<file path="src/rtl/pdc_pkg.sv">
`timescale 1ns/1ps
package pdc_pkg;
  localparam int unsigned WAIT_W = 4;
  localparam int unsigned CNT_W  = 1 << WAIT_W;

  localparam int unsigned CB_COLLAPSE = 0;
  localparam int unsigned CB_HWCTL    = 1;
  localparam int unsigned CB_BYPASS   = 2;
  localparam int unsigned CB_CDIS_LSB = 12;
  localparam int unsigned CB_FEW_LSB  = 16;
  localparam int unsigned CB_REST_LSB = 20;
  localparam int unsigned CB_PWR_ON   = 31;
  localparam int unsigned SB_DN_DONE  = 15;
  localparam int unsigned SB_UP_DONE  = 16;

  typedef enum logic [2:0] {
    ST_ON       = 3'd0,
    ST_DN_START = 3'd1,
    ST_CLK_OFF  = 3'd2,
    ST_OFF      = 3'd3,
    ST_UP_START = 3'd4,
    ST_FEW      = 3'd5,
    ST_REST     = 3'd6
  } pdc_state_e;

  // load value giving a stay of exactly 2^n cycles
  function automatic logic [CNT_W-1:0] wait_load(input logic [WAIT_W-1:0] n);
    return (CNT_W'(1) << n) - CNT_W'(1);
  endfunction
endpackage

</file>
<file path="src/rtl/pdc_rst_sync.sv">
`timescale 1ns/1ps
module pdc_rst_sync #(
  parameter int unsigned STAGES = 2
) (
  input  logic clk,
  input  logic rst_n,
  output logic rst_sync_n
);
  logic [STAGES-1:0] sync_q;

  always_ff @(posedge clk or negedge rst_n) begin
    if (!rst_n) sync_q <= '0;
    else        sync_q <= {sync_q[STAGES-2:0], 1'b1};
  end

  assign rst_sync_n = sync_q[STAGES-1];
endmodule

</file>
<file path="src/rtl/pdc_regs.sv">
`timescale 1ns/1ps
module pdc_regs import pdc_pkg::*; #(
  parameter logic [WAIT_W-1:0] RST_REST = 4'd2,
  parameter logic [WAIT_W-1:0] RST_FEW  = 4'd8,
  parameter logic [WAIT_W-1:0] RST_CDIS = 4'd2
) (
  input  logic              clk,
  input  logic              rst_n,
  input  logic              wr_en,
  input  logic [31:0]       wdata,
  output logic              collapse,
  output logic              hw_ctl,
  output logic              bypass,
  output logic [WAIT_W-1:0] w_rest,
  output logic [WAIT_W-1:0] w_few,
  output logic [WAIT_W-1:0] w_cdis,
  output logic              arm_cycle
);
  logic unused_wdata;
  assign unused_wdata = ^{wdata[31:CB_REST_LSB+WAIT_W], wdata[CB_CDIS_LSB-1:CB_BYPASS+1]};

  always_ff @(posedge clk or negedge rst_n) begin
    if (!rst_n) begin
      collapse <= 1'b0;
      hw_ctl   <= 1'b0;
      bypass   <= 1'b0;
      w_rest   <= RST_REST;
      w_few    <= RST_FEW;
      w_cdis   <= RST_CDIS;
    end else if (wr_en) begin
      collapse <= wdata[CB_COLLAPSE];
      hw_ctl   <= wdata[CB_HWCTL];
      bypass   <= wdata[CB_BYPASS];
      w_rest   <= wdata[CB_REST_LSB +: WAIT_W];
      w_few    <= wdata[CB_FEW_LSB  +: WAIT_W];
      w_cdis   <= wdata[CB_CDIS_LSB +: WAIT_W];
    end
  end

  // turning hardware control on asks for one down/up cycle
  assign arm_cycle = wr_en & wdata[CB_HWCTL] & ~hw_ctl;
endmodule

</file>
<file path="src/rtl/pdc_seq.sv">
`timescale 1ns/1ps
module pdc_seq import pdc_pkg::*; #(
  parameter int unsigned START_CYC = 8
) (
  input  logic              clk,
  input  logic              rst_n,
  input  logic              eff_collapse,
  input  logic              arm_cycle,
  input  logic              bypass,
  input  logic              byp_collapse,
  input  logic [WAIT_W-1:0] w_rest,
  input  logic [WAIT_W-1:0] w_few,
  input  logic [WAIT_W-1:0] w_cdis,
  output logic              few_en,
  output logic              rest_en,
  output logic              clk_en,
  output logic              up_done,
  output logic              dn_done
);
  localparam logic [CNT_W-1:0] START_LOAD = CNT_W'(START_CYC - 1);

  pdc_state_e       state_q, state_d;
  logic [CNT_W-1:0] cnt_q, cnt_d;
  logic             cycle_q, cycle_d;
  logic             up_q, up_d, dn_q, dn_d;
  logic             expired;

  assign expired = (cnt_q == '0);

  always_comb begin
    state_d = state_q;
    cnt_d   = expired ? cnt_q : cnt_q - CNT_W'(1);
    cycle_d = cycle_q | arm_cycle;
    up_d    = up_q;
    dn_d    = dn_q;
    if (bypass) begin
      state_d = byp_collapse ? ST_OFF : ST_ON;
      cnt_d   = '0;
      cycle_d = 1'b0;
      up_d    = ~byp_collapse;
      dn_d    = byp_collapse;
    end else begin
      unique case (state_q)
        ST_ON: if (eff_collapse || cycle_q) begin
          state_d = ST_DN_START;
          cnt_d   = START_LOAD;
          cycle_d = arm_cycle;
        end
        ST_DN_START: if (expired) begin
          state_d = ST_CLK_OFF;
          cnt_d   = wait_load(w_cdis);
          up_d    = 1'b0;
          dn_d    = 1'b0;
        end
        ST_CLK_OFF: if (expired) begin
          state_d = ST_OFF;
          dn_d    = 1'b1;
        end
        ST_OFF: if (!eff_collapse) begin
          state_d = ST_UP_START;
          cnt_d   = START_LOAD;
          cycle_d = arm_cycle;
        end
        ST_UP_START: if (expired) begin
          state_d = ST_FEW;
          cnt_d   = wait_load(w_few);
          up_d    = 1'b0;
          dn_d    = 1'b0;
        end
        ST_FEW: if (expired) begin
          state_d = ST_REST;
          cnt_d   = wait_load(w_rest);
        end
        ST_REST: if (expired) begin
          state_d = ST_ON;
          up_d    = 1'b1;
        end
        default: state_d = ST_ON;
      endcase
    end
  end

  always_ff @(posedge clk or negedge rst_n) begin
    if (!rst_n) begin
      state_q <= ST_ON;
      cnt_q   <= '0;
      cycle_q <= 1'b0;
      up_q    <= 1'b1;
      dn_q    <= 1'b0;
    end else begin
      state_q <= state_d;
      cnt_q   <= cnt_d;
      cycle_q <= cycle_d;
      up_q    <= up_d;
      dn_q    <= dn_d;
    end
  end

  logic [2:0] en_vec;
  always_comb begin
    if (bypass) en_vec = {3{~byp_collapse}};
    else begin
      unique case (state_q)
        ST_ON, ST_DN_START:  en_vec = 3'b111;
        ST_CLK_OFF, ST_REST: en_vec = 3'b110;
        ST_FEW:              en_vec = 3'b100;
        default:             en_vec = 3'b000;
      endcase
    end
  end

  assign {few_en, rest_en, clk_en} = en_vec;
  assign up_done = up_q;
  assign dn_done = dn_q;
endmodule

</file>
<file path="src/rtl/pdc_ctrl.sv">
`timescale 1ns/1ps
module pdc_ctrl import pdc_pkg::*; #(
  parameter int unsigned       ADDR_W    = 4,
  parameter int unsigned       START_CYC = 8,
  parameter logic [WAIT_W-1:0] RST_REST  = 4'd2,
  parameter logic [WAIT_W-1:0] RST_FEW   = 4'd8,
  parameter logic [WAIT_W-1:0] RST_CDIS  = 4'd2
) (
  input  logic              clk,
  input  logic              rst_n,
  input  logic              reg_wr,
  input  logic [ADDR_W-1:0] reg_addr,
  input  logic [31:0]       reg_wdata,
  output logic [31:0]       reg_rdata,
  input  logic              hw_collapse_req,
  output logic              sw_few_en,
  output logic              sw_rest_en,
  output logic              dom_clk_en
);
  localparam logic [ADDR_W-1:0] A_CTRL = ADDR_W'(0);
  localparam logic [ADDR_W-1:0] A_STAT = ADDR_W'(4);

  logic              rst_sync_n;
  logic              collapse, hw_ctl, bypass, arm_cycle, eff_collapse;
  logic [WAIT_W-1:0] w_rest, w_few, w_cdis;
  logic              up_done, dn_done;

  pdc_rst_sync #(.STAGES(2)) u_rst (
    .clk(clk), .rst_n(rst_n), .rst_sync_n(rst_sync_n)
  );

  pdc_regs #(.RST_REST(RST_REST), .RST_FEW(RST_FEW), .RST_CDIS(RST_CDIS)) u_regs (
    .clk(clk), .rst_n(rst_sync_n),
    .wr_en(reg_wr && (reg_addr == A_CTRL)), .wdata(reg_wdata),
    .collapse(collapse), .hw_ctl(hw_ctl), .bypass(bypass),
    .w_rest(w_rest), .w_few(w_few), .w_cdis(w_cdis), .arm_cycle(arm_cycle)
  );

  assign eff_collapse = hw_ctl ? hw_collapse_req : collapse;

  pdc_seq #(.START_CYC(START_CYC)) u_seq (
    .clk(clk), .rst_n(rst_sync_n),
    .eff_collapse(eff_collapse), .arm_cycle(arm_cycle),
    .bypass(bypass), .byp_collapse(collapse),
    .w_rest(w_rest), .w_few(w_few), .w_cdis(w_cdis),
    .few_en(sw_few_en), .rest_en(sw_rest_en), .clk_en(dom_clk_en),
    .up_done(up_done), .dn_done(dn_done)
  );

  always_comb begin
    reg_rdata = '0;
    if (reg_addr == A_CTRL) begin
      reg_rdata[CB_PWR_ON]                = up_done;
      reg_rdata[CB_REST_LSB +: WAIT_W]    = w_rest;
      reg_rdata[CB_FEW_LSB  +: WAIT_W]    = w_few;
      reg_rdata[CB_CDIS_LSB +: WAIT_W]    = w_cdis;
      reg_rdata[CB_BYPASS]                = bypass;
      reg_rdata[CB_HWCTL]                 = hw_ctl;
      reg_rdata[CB_COLLAPSE]              = collapse;
    end else if (reg_addr == A_STAT) begin
      reg_rdata[SB_UP_DONE] = up_done;
      reg_rdata[SB_DN_DONE] = dn_done;
    end
  end
endmodule

</file>
<file path="config.mk">
export PLATFORM = sky130hd
export DESIGN_NAME = pdc_ctrl
export DESIGN_NICKNAME = d
export VERILOG_FILES = /design/src/rtl/pdc_pkg.sv /design/src/rtl/pdc_rst_sync.sv /design/src/rtl/pdc_regs.sv /design/src/rtl/pdc_seq.sv /design/src/rtl/pdc_ctrl.sv
export SDC_FILE = /design/constraint.sdc
export NUM_CORES = 1
export LEC_CHECK = 0
export ABC_AREA = 1
export BUFFER_PORTS_ARGS = -buffer_cell sky130_fd_sc_hd__buf_2
export CORE_ASPECT_RATIO = 0.5
export CORE_UTILIZATION = 40
export CTS_CLUSTER_DIAMETER = 80
export DETAILED_ROUTE_END_ITERATION = 8
export PLACE_DENSITY = 0.66
export SLEW_MARGIN = 20
export SYNTH_ARGS = -nofsm -noshare
export SYNTH_HDL_FRONTEND = slang
export SYNTH_SLANG_ARGS = --single-unit
</file>
<file path="constraint.sdc">
create_clock -name clk -period 1.2 [get_ports clk]
set_input_delay 0.18 -clock clk [delete_from_list [all_inputs] [get_ports clk]]
set_output_delay 0.18 -clock clk [all_outputs]
set_load 0.005 [all_outputs]
</file>
After elaboration in Yosys (flattened, before gate mapping)

Cells that the tools add are included.

Flip-flop bits (word level): 39
Output and inout port bits: 35

$add $sub $neg: 4
Eq/ne operators: 15
Shift-type cells: 3
Mux-type cells: 37
Bitwise operators: 5
Reduce and logical (&&, ||, !) cells: 13

Operator list:

| cell                                                                  | number |
|---|---|
| 16-bit two-way mux                                                    | 7 |
| 16-bit one-hot mux with 5 select lines                                | 1 |
| 1-bit by 4-bit left shift with 16-bit output (first input constant)   | 3 |
| 16-bit by 2-bit subtractor with 16-bit output (second input constant) | 3 |
| 3-bit two-way mux                                                     | 11 |
| 3-bit one-hot mux with 7 select lines                                 | 1 |
| 3-bit by 2-bit != test with 1-bit output (second input constant)      | 6 |
| 16-bit zero test                                                      | 1 |
| 16-bit by 1-bit subtractor with 16-bit output (second input constant) | 1 |
| 3-bit == test (second input constant)                                 | 3 |
| 1-bit two-way mux                                                     | 9 |
| 3-bit one-hot mux with 3 select lines                                 | 1 |
| 7-bit two-way mux                                                     | 1 |
| 7-bit AND reduction                                                   | 1 |
| 3-bit by 2-bit == test with 1-bit output (second input constant)      | 2 |
| 2-bit two-way mux                                                     | 3 |
| 1-bit one-hot mux with 2 select lines                                 | 3 |
| 3-bit AND reduction                                                   | 2 |
| 3-bit nonzero test                                                    | 2 |
| 2-bit OR reduction                                                    | 3 |
| 4-bit by 3-bit == test with 1-bit output (second input constant)      | 1 |
| 4-bit zero test                                                       | 1 |
| 3-bit by 1-bit == test with 1-bit output (second input constant)      | 1 |
| 3-bit zero test                                                       | 1 |
| other kinds (7)                                                       | 9 |

Depth between registers and ports, before layout

Depth after elaboration: 8
Depth in mapped cells: 15
Gate-level depth less buffers: 15

Hierarchy

From an unflattened synthesis, not the netlist that was laid out.

Cells, all modules: 575
Area total of the unflattened synthesis: 3,661.0 µm²

Modules (own cells, without submodules):

| module       | instances | cells each | area each (µm²) |
|---|---|---|---|
| pdc_seq      | 1         | 446        | 2,651.3 |
| pdc_regs     | 1         | 65         | 615.6 |
| pdc_ctrl     | 1         | 61         | 340.3 |
| pdc_rst_sync | 1         | 3          | 53.8 |

Worst setup path before layout

Ideal clock, no wire load.

Path type: reg-to-reg
Start point: reg u_regs.w_cdis[1]
End point: reg u_seq.cnt_q[12]
Library setup time: 113 ps
Data arrival time: 1,715 ps
Setup slack: -628 ps
Cell stages (with the launch flop): 14
Path buffers: 1
Path through: dfstp_2 > buf_2 > nor2_2 > nand2_1 > ha_1 > inv_1 > a21oi_1 > nand3_1 > nand3_1 > nand2_1 > nand2_1 > nand3_1 > nand2_1 > inv_1

Cells in the longest elaborated chain, start to end: 5

Ends and longest elaborated chain:

| item                                          | RTL line       | source |
|---|---|---|
| from (decl)                                   | pdc_regs.sv:16 | `output logic [WAIT_W-1:0] w_cdis,` |
| from (signal assigned)                        | pdc_regs.sv:36 | `w_cdis <= wdata[CB_CDIS_LSB +: WAIT_W];` |
| 1-bit by 4-bit left shift with 16-bit output  | pdc_pkg.sv:28  | `return (CNT_W'(1) << n) - CNT_W'(1);` |
| 16-bit by 2-bit subtractor with 16-bit output | pdc_pkg.sv:28  |  |
| 16-bit two-way mux                            | pdc_seq.sv:49  | `ST_DN_START: if (expired) begin` |
| 16-bit one-hot mux with 5 select lines        | pdc_seq.sv:43  | `unique case (state_q)` |
| 16-bit two-way mux                            | pdc_seq.sv:36  | `if (bypass) begin` |
| named net u_seq.cnt_d[12]                     | pdc_seq.sv:23  | `logic [CNT_W-1:0] cnt_q, cnt_d;` |
| to (signal assigned)                          | pdc_seq.sv:92  | `cnt_q <= cnt_d;` |
| to (decl)                                     | pdc_seq.sv:23  |  |

The timed path passes the listed nets, and every way through them passes these cells.
A chain may end at the register's enable or synchronous reset.

Worst setup path after layout

Start point: reg u_seq.cnt_q[0]
End point: reg u_seq.cnt_q[14]

Cells in the longest elaborated chain, start to end: 5

Ends and longest elaborated chain:

| item                                                                                     | RTL line                     | source |
|---|---|---|
| 16-bit by 1-bit subtractor with 16-bit output / 16-bit zero test (equally long branches) | pdc_seq.sv:32, pdc_seq.sv:28 |  |
| 16-bit two-way mux                                                                       | pdc_seq.sv:32                | `cnt_d = expired ? cnt_q : cnt_q - CNT_W'(1);` |
| 16-bit two-way mux (on tied branches)                                                    | n/a                          |  |
| 16-bit one-hot mux with 5 select lines *                                                 | pdc_seq.sv:43                |  |
| 16-bit two-way mux *                                                                     | pdc_seq.sv:36                |  |
| named net u_seq.cnt_d[14]                                                                | pdc_seq.sv:23                |  |

The timed path passes the listed nets; every way through them passes the cells marked *.

==> summary.md <==
The run finished, with violations left. The checks that failed: setup timing. The cell area that synthesis handed to floorplanning was 0.00367 mm^2. The ratio of total power to cell area was 2660 mW/mm^2.

Summing all flip-flop and latch instances after layout gives 991 um^2. In this run the static leakage power is 3.15 nW. Core footprint: 0.00880 mm^2. The share of the Yosys chip area taken by registers is 26.7%. The first routing iteration left 452 violations. After detailed routing, the total wire length is 15.1 mm. Setup repair after global routing could not meet its margin everywhere. Cells fill 70.3% of the core in the end. Pin placement for this block handled 75 I/O pins. Critical path start-end classification: reg -> reg. The floorplan step set the die width to 137 um. TritonCTS built the clock tree. The number of antenna diodes in the final layout is 0.

After global routing the overflow that remains totals 0. The starting density of the core came out at 41.7%. The buffer and inverter count on the worst path is 3, and the overall power consumption is 0.0164 W. The clock reaches the later pin of the worst-skew pair after 290 ps. On the critical path the largest part of the delay comes from simple AND/OR/NAND/NOR gates.

The library cell used most frequently in the layout, excluding fill and tap cells, is nand2_1. The tools report the total number of yosys warnings as 0. The hold path startpoint is reg_wdata[12]. Static timing analysis puts the maximum clock frequency at 0.549 GHz.

The tools report the number of max-slew violations in the final report as 0. The max capacitance violation total is 0, and the period utilization is 152%. The worst flop-to-flop path startpoint was u_seq.cnt_q[0]. Summing all multi-input logic gate instances after layout gives 0.00288 mm^2. The maximum number of buffers from clock root to sink is 2, and the wire length per cell after detailed routing is 16.1 um. The tools report the number of levels the H-tree was split into as 2.

Data on the critical path is required at its endpoint by 1380 ps. At the end of the flow, the number of nets in the layout was 864. Maximum fanout count along the critical path: 7. The layout has 651 filler cells. The run gives 5062 as the total number of vias.

For the post-route DRC violation count, the log shows 0. The critical path goes through inv_2 > ha_4 > inv_2 > nor2_1 > nand2_1 > nor2_2 > nand2_2 > clkinv_4 > nand3_2 > nand2_1 > nand3_2 > nor2_2 > nor2_1. In this run the remaining antenna-violating nets after routing total 0. The first global-routing pass estimated 22.9 mm of wire.

The tools report the endpoint class of the critical path as a register. After clock tree synthesis, the clock-pin slew on the worst setup and hold paths is 70 ps. The initialized floorplan defines 24 standard-cell rows. The synthesis-to-layout area growth was 68.6%; the total clock sinks was 39. IR analysis of the VDD net gives a maximum drop of 1.17 mV. The number of clock buffers added by TritonCTS is 5.

The critical path's largest stage delay was 400 ps; the y dimension of the die was 69.7 um. The most critical setup path has its startpoint at u_seq.cnt_q[0]. The die covers 0.00958 mm^2. Worst hold-check slack: 104 ps. The synthesized area per cell is 5.96 um^2, and the final weighted congestion in routability-driven placement is 0.935. The number of failing hold endpoints at the final stage was 0; the number of antenna violations at the first check in global routing was 0. The logs give -623 ps for the worst setup slack after layout and 9.77 mm for the sum of net half-perimeters after detailed placement. Buffers placed on the I/O ports in this run total 41. The tools report the synthesized instance count as 615. Shortest clock period the worst path allows after layout: 1820 ps. The root buffer cell chosen for the clock tree is clkbuf_16.

STA classifies the critical path startpoint as a register. The master of the slowest instance on the critical path was dfrtp_1. Proportion of layout cells with a drive suffix above 1: 49.1%. The min-delay analysis places its worst path in the category in -> reg. The number of endpoints failing setup at the final stage came out at 39. The run gives 4658 as the number of global-route vias before repair. In the routed layout, each cell is associated on average with a via count of 5.40.

The tools report the count of TritonRoute iterations in the first routing pass as 5. After synthesis, the netlist uses 41 different library cells. In the layout the commonest cells are nand2_1, buf_4, nor2_1, nand3_1. For the final database, setup skew stands at 9.99 ps. STA puts the critical path data arrival time at 2000 ps. The number of storage elements in the synthesis netlist was 39; the overall fraction of global-route tracks in use was 30.8%. Entering global routing, the biggest net connects 38 pins.
[metal layers]
| layer | track usage, % | share of wire, % | vias up |
|---|---|---|---|
| li1 | - | - | 2350 |
| met1 | 43.3 | 43 | 2357 |
| met2 | 48.1 | 45 | 310 |
| met3 | 5.34 | 9.5 | 45 |
| met4 | 8.79 | 2.4 | 0 |
| met5 | 0 | 0 | - |
[logic make-up (layout without fill, tap and decap cells)]
family / Yosys count / count (layout) / synth area share [%]
compound gates: 88 / 88 / 13.2
xor+xnor: 10 / 10 / 2.39
fa+ha+maj: 5 / 5 / 1.71
buf+inv: 109 / 298 / 13.7
flops: 39 / 39 / 26.7
other cells: 2 / 17 / 0.205
simple gates: 362 / 363 / 42.1
[sequential cells by signal, summed over array words and instances (netlist names)]
signal,flops
u_regs.bypass,1
u_regs.collapse,1
u_regs.hw_ctl,1
u_regs.w_cdis,4
u_regs.w_few,4
u_regs.w_rest,4
u_rst.sync_q,2
u_seq.cnt_q,16
u_seq.cycle_q,1
u_seq.dn_done,1
u_seq.state_q,3
u_seq.up_done,1
[metrics by stage]
stage          worst slack, ps  std cells  setup TNS [ps]  area [um^2]
2_1_floorplan             -446        630           -6210         3860
3_3_place_gp              -581        892          -10450         5060
3_5_place_dp              -582        892          -11400         5060
4_1_cts                   -519        931          -12700         5870
5_1_grt                   -718        937          -17060         6180
6_report                  -623        937          -14590         6180
[final cells by class]
| class | count | share of cell area (%) |
|---|---|---|
| well taps | 117 | 2.37 |
| inverters | 75 | 5.24 |
| flip-flops and latches | 39 | 16.0 |
| repair inverters | 1 | 0.121 |
| multi-input cells | 483 | 46.6 |
| clock inverters | 1 | 0.0809 |
| clock buffers | 7 | 2.14 |
| repair buffers | 214 | 27.4 |
[path summary, 6_finish.rpt]
kind                       cells after the start  slack [ps]          endpoint
setup / recovery                              13        -620   u_seq.cnt_q[14]
hold / removal                                 3         100  u_regs.w_cdis[0]
setup reg to reg                              13        -620   u_seq.cnt_q[14]
hold reg to reg                                1         240   u_regs.collapse
max in group asynchronous                      1         700  u_regs.w_rest[1]
min in group asynchronous                      2         200   u_rst.sync_q[0]
[worst register-to-register path: stages, from the launching register on]
cell      delay, ps
dfrtp_1         400
inv_2            90
ha_4            170
inv_2            30
nor2_1          100
nand2_1          90
nor2_2          120
nand2_2         100
clkinv_4        140
nand3_2         100
nand2_1         100
nand3_2         120
nor2_2          100
nor2_1           60
[power by group]
part	switching [W]	total [W]	internal, W	leakage, nW
sequential	0.000496	0.00226	0.00176	0.477
combinational	0.00723	0.0128	0.00558	2.61
clock	0.000589	0.00136	0.000771	0.0679
[synth_stat cells (all sizes together)]
master   count  share of area, %
o2111ai      2              0.48
xor2         7               1.7
xnor2        3              0.72
a31oi        1              0.17
nor2        99                11
clkbuf       7              0.75
o211ai       1              0.20
a21oi       20               2.8
a211oi       1              0.20
nand4       11               1.9
o31ai        1              0.34
nand3       60               8.3
dfstp        4               2.9
o211a        1              0.27
nor3         7               1.1
conb         2              0.20
o21bai       1              0.20
o311ai       1              0.24
buf         27               5.3
dfrtp       35                24
clkinv       3              0.31
o22ai        5              0.85
inv         72               7.4
ha           5               1.7
or2          3              0.51
o21ai       54               7.4
nand3b       3              0.61
nand2      179                19
[what timing repair did]
action,in CTS,in global routing
resized for setup,138,77
pin swaps,42,27
endpoints found under the hold margin,2,0
cloned,2,0
setup endpoints to repair,40,41
hold buffers,1,0
setup buffers,29,10
Note: power is estimated with default switching activity, not from simulation.
